$ cat config.mk
export PLATFORM = sky130hd
export DESIGN_NAME = cas_line_unit
export DESIGN_NICKNAME = d
export VERILOG_FILES = /design/src/rtl/cas_pkg.sv /design/src/rtl/cas_req_stage.sv /design/src/rtl/cas_line_store.sv /design/src/rtl/cas_decide.sv /design/src/rtl/cas_line_unit.sv
export SDC_FILE = /design/constraint.sdc
export NUM_CORES = 1
export LEC_CHECK = 0
export CAP_MARGIN = 10
export CORE_MARGIN = 1.5
export CORE_UTILIZATION = 55
export CTS_CLUSTER_SIZE = 20
export DETAILED_ROUTE_END_ITERATION = 10
export GPL_TIMING_DRIVEN = 1
export PLACE_DENSITY = 0.79
export REMOVE_ABC_BUFFERS = 1
export SYNTH_ARGS = -nofsm -noshare
export SYNTH_HDL_FRONTEND = slang
export SYNTH_SLANG_ARGS = --single-unit
$ cat constraint.sdc
create_clock -name clk -period 16.7 [get_ports clk]
set_input_delay 1.67 -clock clk [delete_from_list [all_inputs] [get_ports clk]]
set_output_delay 1.67 -clock clk [all_outputs]
set_load 0.02 [all_outputs]
$ cat src/rtl/cas_pkg.sv
package cas_pkg;
  localparam int unsigned MAX_BYTES = 8;
  localparam int unsigned WORD_W    = MAX_BYTES * 8;
  localparam int unsigned SIZE_W    = 4;
  localparam int unsigned HALF_BYTES = MAX_BYTES / 2;

  typedef struct packed {
    logic              cond;
    logic [SIZE_W-1:0] size;
    logic [WORD_W-1:0] operand;
    logic [WORD_W-1:0] compare;
  } cas_op_t;
endpackage

$ cat src/rtl/cas_req_stage.sv
module cas_req_stage
  import cas_pkg::*;
#(
  parameter int unsigned OFF_W = 4
) (
  input  logic             clk,
  input  logic             rst,
  input  logic             req_valid,
  input  cas_op_t          req_op,
  input  logic [OFF_W-1:0] req_offset,
  output logic             busy,
  output cas_op_t          cap_op,
  output logic [OFF_W-1:0] cap_offset
);
  logic fire;
  assign fire = req_valid && !busy;

  always_ff @(posedge clk) begin
    if (rst) begin
      busy       <= 1'b0;
      cap_op     <= '0;
      cap_offset <= '0;
    end else begin
      busy <= fire;
      if (fire) begin
        cap_op     <= req_op;
        cap_offset <= req_offset;
      end
    end
  end

  // the captured request is held while the unit is occupied
  p_hold_capture_r3: assert property (@(posedge clk) disable iff (rst)
    busy |=> ($stable(cap_op) && $stable(cap_offset)));
endmodule

$ cat src/rtl/cas_line_store.sv
module cas_line_store
  import cas_pkg::*;
#(
  parameter int unsigned LINE_BYTES = 16,
  parameter int unsigned OFF_W      = $clog2(LINE_BYTES)
) (
  input  logic              clk,
  input  logic              rst,
  input  logic [OFF_W-1:0]  acc_off,
  input  logic              wr_en,
  input  logic [SIZE_W-1:0] wr_size,
  input  logic [WORD_W-1:0] wr_data,
  output logic [WORD_W-1:0] rd_word
);
  logic [7:0]            mem     [LINE_BYTES];
  logic [LINE_BYTES-1:0] byte_we;
  logic [7:0]            byte_wd [LINE_BYTES];

  always_comb begin
    for (int b = 0; b < LINE_BYTES; b++) begin
      byte_we[b] = wr_en && (b >= int'(acc_off)) &&
                   (b < int'(acc_off) + int'(wr_size));
      byte_wd[b] = wr_data[8*((b - int'(acc_off)) & (MAX_BYTES-1)) +: 8];
    end
  end

  always_ff @(posedge clk) begin
    if (rst) begin
      for (int b = 0; b < LINE_BYTES; b++) mem[b] <= '0;
    end else begin
      for (int b = 0; b < LINE_BYTES; b++)
        if (byte_we[b]) mem[b] <= byte_wd[b];
    end
  end

  always_comb begin
    rd_word = '0;
    for (int k = 0; k < MAX_BYTES; k++)
      if (int'(acc_off) + k < LINE_BYTES)
        rd_word[8*k +: 8] = mem[int'(acc_off) + k];
  end

  // never more lanes than one access may cover
  p_wen_bound_r11: assert property (@(posedge clk) disable iff (rst)
    $countones(byte_we) <= MAX_BYTES);
  // no lane is enabled without a write request
  p_wen_gated_r11: assert property (@(posedge clk) disable iff (rst)
    !wr_en |-> (byte_we == '0));
endmodule

$ cat src/rtl/cas_decide.sv
module cas_decide
  import cas_pkg::*;
#(
  parameter int unsigned LINE_BYTES = 16,
  parameter int unsigned OFF_W      = $clog2(LINE_BYTES)
) (
  input  cas_op_t           op,
  input  logic [OFF_W-1:0]  offset,
  input  logic [WORD_W-1:0] stored,
  output logic              err,
  output logic              do_write,
  output logic [WORD_W-1:0] old_out
);
  localparam int unsigned SUM_W = ((OFF_W > SIZE_W) ? OFF_W : SIZE_W) + 1;

  logic [SUM_W-1:0]  end_pos;
  logic              range_ok, cond_size_ok, match;
  logic [WORD_W-1:0] lane_mask;

  assign end_pos      = SUM_W'(offset) + SUM_W'(op.size);
  assign range_ok     = (op.size != '0) && (op.size <= SIZE_W'(MAX_BYTES)) &&
                        (end_pos <= SUM_W'(LINE_BYTES));
  assign cond_size_ok = (op.size == SIZE_W'(MAX_BYTES)) ||
                        (op.size == SIZE_W'(HALF_BYTES));
  assign err          = !range_ok || (op.cond && !cond_size_ok);

  always_comb begin
    for (int k = 0; k < MAX_BYTES; k++)
      lane_mask[8*k +: 8] = (k < int'(op.size)) ? 8'hFF : 8'h00;
  end

  assign match = (op.size == SIZE_W'(MAX_BYTES)) ?
                 (stored == op.compare) :
                 (stored[8*HALF_BYTES-1:0] == op.compare[8*HALF_BYTES-1:0]);

  assign do_write = !err && (!op.cond || match);
  assign old_out  = err ? '0 : (stored & lane_mask);
endmodule

$ cat src/rtl/cas_line_unit.sv
module cas_line_unit
  import cas_pkg::*;
#(
  parameter int unsigned LINE_BYTES = 16,
  localparam int unsigned OFF_W     = $clog2(LINE_BYTES)
) (
  input  logic              clk,
  input  logic              rst,
  input  logic              req_valid,
  input  logic              req_cond,
  input  logic [OFF_W-1:0]  req_offset,
  input  logic [SIZE_W-1:0] req_size,
  input  logic [WORD_W-1:0] req_operand,
  input  logic [WORD_W-1:0] req_compare,
  output logic              busy,
  output logic              rsp_valid,
  output logic [WORD_W-1:0] rsp_old,
  output logic              rsp_err,
  output logic              rsp_wrote
);
  cas_op_t           in_op, cap_op;
  logic [OFF_W-1:0]  cap_offset;
  logic [WORD_W-1:0] stored;
  logic              err, do_write;
  logic [WORD_W-1:0] old_val;

  assign in_op = '{cond: req_cond, size: req_size,
                   operand: req_operand, compare: req_compare};

  cas_req_stage #(.OFF_W(OFF_W)) u_stage (
    .clk(clk), .rst(rst), .req_valid(req_valid), .req_op(in_op),
    .req_offset(req_offset), .busy(busy), .cap_op(cap_op),
    .cap_offset(cap_offset)
  );

  cas_line_store #(.LINE_BYTES(LINE_BYTES), .OFF_W(OFF_W)) u_store (
    .clk(clk), .rst(rst), .acc_off(cap_offset),
    .wr_en(busy && do_write), .wr_size(cap_op.size),
    .wr_data(cap_op.operand), .rd_word(stored)
  );

  cas_decide #(.LINE_BYTES(LINE_BYTES), .OFF_W(OFF_W)) u_decide (
    .op(cap_op), .offset(cap_offset), .stored(stored),
    .err(err), .do_write(do_write), .old_out(old_val)
  );

  always_ff @(posedge clk) begin
    if (rst) begin
      rsp_valid <= 1'b0;
      rsp_old   <= '0;
      rsp_err   <= 1'b0;
      rsp_wrote <= 1'b0;
    end else begin
      rsp_valid <= busy;
      if (busy) begin
        rsp_old   <= old_val;
        rsp_err   <= err;
        rsp_wrote <= do_write;
      end
    end
  end

  // occupancy lasts one cycle and is followed by the response
  p_busy_then_rsp_r2: assert property (@(posedge clk) disable iff (rst)
    busy |=> (rsp_valid && !busy));
  // response cycle never overlaps occupancy
  p_rsp_idle_r2: assert property (@(posedge clk) disable iff (rst)
    rsp_valid |-> !busy);
  // unsupported conditional size is refused
  p_cond_size_r8: assert property (@(posedge clk) disable iff (rst)
    (busy && cap_op.cond && (cap_op.size != 4'd4) && (cap_op.size != 4'd8))
      |=> rsp_err);
  // an error response carries neither data nor a write
  p_err_quiet_r10: assert property (@(posedge clk) disable iff (rst)
    (rsp_valid && rsp_err) |-> (!rsp_wrote && (rsp_old == '0)));
endmodule

==> Word level (Yosys, flattened, before mapping) <==
Memory sizes are Yosys's and may differ from the RTL's. A register that Yosys moved wholly into a read port is not among the register bits.
Cells that the tools add are included.
{ "totals": {"word_cells": 261, "ramBits": 128, "memories": 1, "register_bits": 205} }
{ "op_classes": {"n_addsub": 32, "n_shift": 16, "bitwise_logic": 17, "n_reduce_logical": 46, "magnitude_cmp": 49, "n_eq_ne": 4, "muxes": 86} }
{ "memory_table": {"columns": ["name", "words", "width", "read_ports", "rd_clocked_by_memory_dff", "write_ports", "line", "text"], "rows": [
  ["u_store.mem", 16, 8, 8, 1, 16, "cas_line_store.sv:15", "logic [7:0] mem [LINE_BYTES];"]
]} }
{ "op_table": {"columns": ["cell", "n"], "rows": [
  ["variable part select 64 x 7 -> 8 bit", 16],
  ["less-than comparator 5 x 32 -> 1 bit (first input constant)", 8],
  ["two-way mux 8 bit", 32],
  ["less-than comparator 32 x 5 -> 1 bit (second input constant)", 7],
  ["less-than comparator 4 x 32 -> 1 bit (first input constant)", 4],
  ["bitwise AND 64 bit", 1],
  ["equality test 64 bit", 1],
  ["less-than comparator 3 x 32 -> 1 bit (first input constant)", 2],
  ["two-way mux 64 bit", 1],
  ["two-way mux 1 bit", 51],
  ["logical AND 1 bit", 37],
  ["equality test 32 bit", 1],
  ["less-than comparator 1 x 32 -> 1 bit (first input constant)", 1],
  ["less-than comparator 2 x 32 -> 1 bit (first input constant)", 1],
  [">= comparator 4 bit (first input constant)", 7],
  ["subtractor 3 bit (first input constant)", 8],
  ["adder 4 x 3 -> 5 bit (second input constant)", 4],
  ["adder 4 x 3 -> 4 bit (second input constant)", 4],
  [">= comparator 3 x 4 -> 1 bit (first input constant)", 4],
  ["less-than comparator 3 x 4 -> 1 bit (first input constant)", 4],
  ["bitwise OR 1 bit", 16],
  ["subtractor 1 x 3 -> 3 bit (first input constant)", 4],
  ["subtractor 2 x 3 -> 3 bit (first input constant)", 4],
  ["adder 4 x 2 -> 5 bit (second input constant)", 2],
  ["17 further kinds", 30]
]} }

==> Longest topological paths before layout <==
{ "depth": {"depth_word": 14, "depth_mapped": 20} }

==> By module <==
A second synthesis with hierarchy kept.
{ "unflattened": {"hier_cells": 2055, "area_unflattened_um2": 23372.4} }
{ "modules_own_cells": {"columns": ["module", "instances", "cells_per_inst", "area_per_inst_um2"], "rows": [
  ["cas_line_store", 1, 966, 12891.1],
  ["cas_req_stage", 1, 626, 6239.7],
  ["cas_line_unit", 1, 216, 2383.5],
  ["cas_decide", 1, 247, 1858.0]
]} }

==> Worst setup path before layout <==
OpenSTA, ideal clock, no wires.
{ "synth_timing": {"kind": "reg-to-reg", "start": "reg u_stage.cap_offset[1]", "end": "mem u_store.mem[2][0], enable pin", "synth_period_minus_slack_ns": 5.443, "setup_slack_ns": 11.257, "stages_incl_launch_ff": 20, "setup_ns": 0.375, "arrival_time_ns": 5.068, "required_ns": 16.325, "path_buffers": 8, "cell_sequence": "dfxtp_1 buf_2 buf_4 buf_2 inv_1 ha_1 buf_2 buf_2 buf_1 mux4_2 mux4_2 xnor2_1 nand4_1 a32oi_1 nand4_1 nor4b_2 o22ai_2 buf_6 buf_2 o21bai_1"} }
{ "synth_lines": {"columns": ["item", "line", "text"], "rows": [
  ["from (decl)", "cas_req_stage.sv:13", "output logic [OFF_W-1:0] cap_offset"],
  ["from (signal assigned)", "cas_req_stage.sv:27", "cap_offset <= req_offset;"],
  ["to (decl)", "cas_line_store.sv:15", null]
]} }

==> impl_metrics.tcl <==
set metrics [dict create \
    status "completed" \
    cp-start-kind "flop" \
    synth_cells 2057 \
    diodes 0 \
    max_freq_mhz 143 \
    power_mw 2.45 \
    ys_seq_area_share_pct 36.7 \
    drt-met1-wl_mm 28.7 \
    clock_skew_ns 0.0219 \
    dieHeight_um 202 \
    initial_core_util_pct 56.2 \
    synth_edf_count 128 \
    topRoutingLayerUsed "met4" \
    rows 72 \
    fin_nets 2324 \
    async_flop_share_pct 0 \
    drt_wl_total_mm 76.4 \
    die_x_um 202 \
    cts_setup_buffers 0 \
    synth_top_cell_area_share_pct 25.4 \
    cts_tree "yes" \
    die_area_um2 41000 \
    ctsHtreeMaxLevel 2 \
    antenna_left 0 \
    syn_to_final_growth_pct 16.9 \
    io_pins 208 \
    yosysUniqueCellTypes 65 \
    slew_violations 0 \
    grt_max_degree 135 \
    drtPass1Iterations 6 \
    drt_iter0_markers 2181 \
    synthTopCellsByArea "mux4_2 25%, dfxtp_1 19%, edfxtp_1 18%" \
    place.gp.congestion 1.04 \
    vias_per_cell 6.92 \
    cts_root_buf "clkbuf_16" \
    utilization_pct 65.7 \
    grt_pass1_wl_mm 115 \
    gr-total-overflow 0 \
    clk_pin_slew_ns 0.07 \
    crit_fanout 72 \
    cts_buffers 38 \
    finalSetupViolCount 0 \
    worstPathRequired_ns 16.89 \
    syn_area_um2 21900 \
    crit_type "reg2reg" \
    cp-end-kind "flop" \
    max-clock-path-buffers 3 \
    vias 18757 \
    powerDensity_nw_per_um2 96.0 \
    cts.repair.resized 0 \
    grt_pass1_vias 17984 \
    synth-seq-cells 337 \
    p_leak_nw 8.50 \
    hold_violations 0 \
    drv_cap 0 \
    met2_length_mm 34.7 \
    irDropWorstVdd_mv 0.0845 \
    timing.final.crit_share_pct 41.8 \
    cts_sinks 337 \
    ys_warn_count 0 \
    crit_arrival_ns 7.18 \
    slew_headroom_pct 24.1 \
    worst_pin_slew_ns 1.14 \
    antenna_found_initial 0 \
    drc 0 \
    coreArea_um2 38900 \
    yosys.area.top_type "mux4_2" \
    insertion_delay_ns 0.57 \
    grt_setup_unrepaired "no" \
    ys.flop_type "dfxtp_1" \
    cts_hold_buffers 0 \
    grt_use_total_pct 37.8 \
    io_buffer_count 207 \
    dp_hpwl_mm 56.1 \
    wire_per_inst_um 28.2 \
    avgSynthCellArea_um2 10.6 \
    hold_class "reg2reg" \
    min_period_ns 6.99 \
    wl_met3_mm 9.12 \
    r2r_slack_ns 9.71 \
    drive_above_1_share_pct 18.2 \
]
-- where the power goes --
part / leakage, nW / internal (mW) / switching (mW)
clock: 0.663 / 0.567 / 0.357
combinational: 4.80 / 0.244 / 0.329
sequential: 3.04 / 0.894 / 0.0625
total: 8.50 / 1.71 / 0.748
-- critical path, stage by stage, from the launching register on --
cell and delay, ns:
dfxtp_4 0.51, clkinv_1 0.47, ha_4 0.70, buf_4 0.87, mux4_2 0.63, mux4_2 0.61, o21ai_0 0.25, nand2_1 0.10
nand3_1 0.07, o2111ai_1 0.10, nor4_1 0.61, o22ai_4 0.11, buf_4 0.30, buf_4 0.40, o21bai_1 0.77
-- per-stage QoR --
step	worst slack (ns)	setup TNS [ns]	area, µm²	hold slack [ns]	cells
2_1_floorplan	-0.155	-18.59	21100	0.439	1879
3_3_place_gp	9.87	0	24200	0.457	2643
3_5_place_dp	9.79	0	24200	0.459	2643
4_1_cts	9.72	0	25600	0.470	2712
5_1_grt	9.31	0	25600	0.488	2712
6_report	9.71	0	25600	0.468	2712
-- area by class of cell --
type | count | area (µm²)
Timing Repair Buffer | 246 | 2370
Fill cell | 3014 | 13400
Multi-Input combinational cell | 1526 | 13100
Inverter | 16 | 60.1
Sequential cell | 337 | 8040
Clock buffer | 49 | 1070
Clock inverter | 20 | 315
Tap cell | 518 | 648
-- flip-flops by register name (all words and copies together), names as in the netlist, named ones only --
register / cells
u_store.mem: 128
u_stage.busy: 1
u_stage.cap_op: 133
rsp_wrote: 1
u_stage.cap_offset: 4
rsp_old: 64
rsp_valid: 1
rsp_err: 1
-- cells in the mapped netlist (5+ instances only) --
| master | count |
|---|---|
| nor4_1 | 49 |
| edfxtp_1 | 128 |
| nor3b_1 | 16 |
| o21bai_1 | 16 |
| inv_1 | 11 |
| clkinv_1 | 5 |
| a31oi_1 | 7 |
| mux4_2 | 247 |
| nor3b_2 | 13 |
| buf_4 | 9 |
| buf_6 | 5 |
| buf_1 | 30 |
| and2_1 | 10 |
| nand2b_1 | 6 |
| o21ai_0 | 30 |
| o22ai_1 | 17 |
| a21oi_1 | 206 |
| a32oi_1 | 11 |
| buf_2 | 33 |
| nand4_1 | 11 |
| mux2i_1 | 92 |
| clkbuf_1 | 101 |
| xor2_1 | 31 |
| nand3_1 | 21 |
| nor3_1 | 15 |
| nor2_1 | 123 |
| a2111oi_2 | 14 |
| nor2b_1 | 13 |
| ha_1 | 18 |
| dfxtp_1 | 209 |
| xnor2_1 | 25 |
| nand3b_1 | 8 |
| nand2_1 | 407 |
| a22oi_1 | 51 |
| a211oi_1 | 9 |
-- kinds of logic after synthesis --
| group | share of synthesized area [%] |
|---|---|
| AND/OR/NAND/NOR | 14.8 |
| AO/OA/AOI/OAI | 11.4 |
| multiplexers | 29.8 |
| flip-flops | 36.7 |
| buffers and inverters | 3.85 |
| XOR/XNOR | 2.32 |
| adder cells (fa/ha/maj) | 1.12 |
-- worst paths after layout --
kind	cells after the start	from	endpoint
worst max-delay path	14	u_stage.cap_offset[0]	u_store.mem[4][0]
worst min-delay path	2	u_stage.cap_op[38]	u_stage.cap_op[38]
worst max register to register	14	u_stage.cap_offset[0]	u_store.mem[4][0]
worst min register to register	2	u_stage.cap_op[38]	u_stage.cap_op[38]
-- cells in the final DEF, fill, tap and decap left out, types with 40 or more instances in the layout --
cell type	n
edfxtp_1	128
mux2i_1	92
clkbuf_16	40
nand2_1	406
clkdlybuf4s50_1	206
a22oi_1	51
nor4_1	49
mux4_2	247
a21oi_1	206
dfxtp_1	206
nor2_1	123
-- layer usage --
metal,global-route usage [%],up-vias
met5,0,-
met4,16.8,0
met3,8.79,194
met2,58.0,1283
met1,51.3,9238
li1,-,8042
No activity file was read; power rests on OpenSTA's default activity.
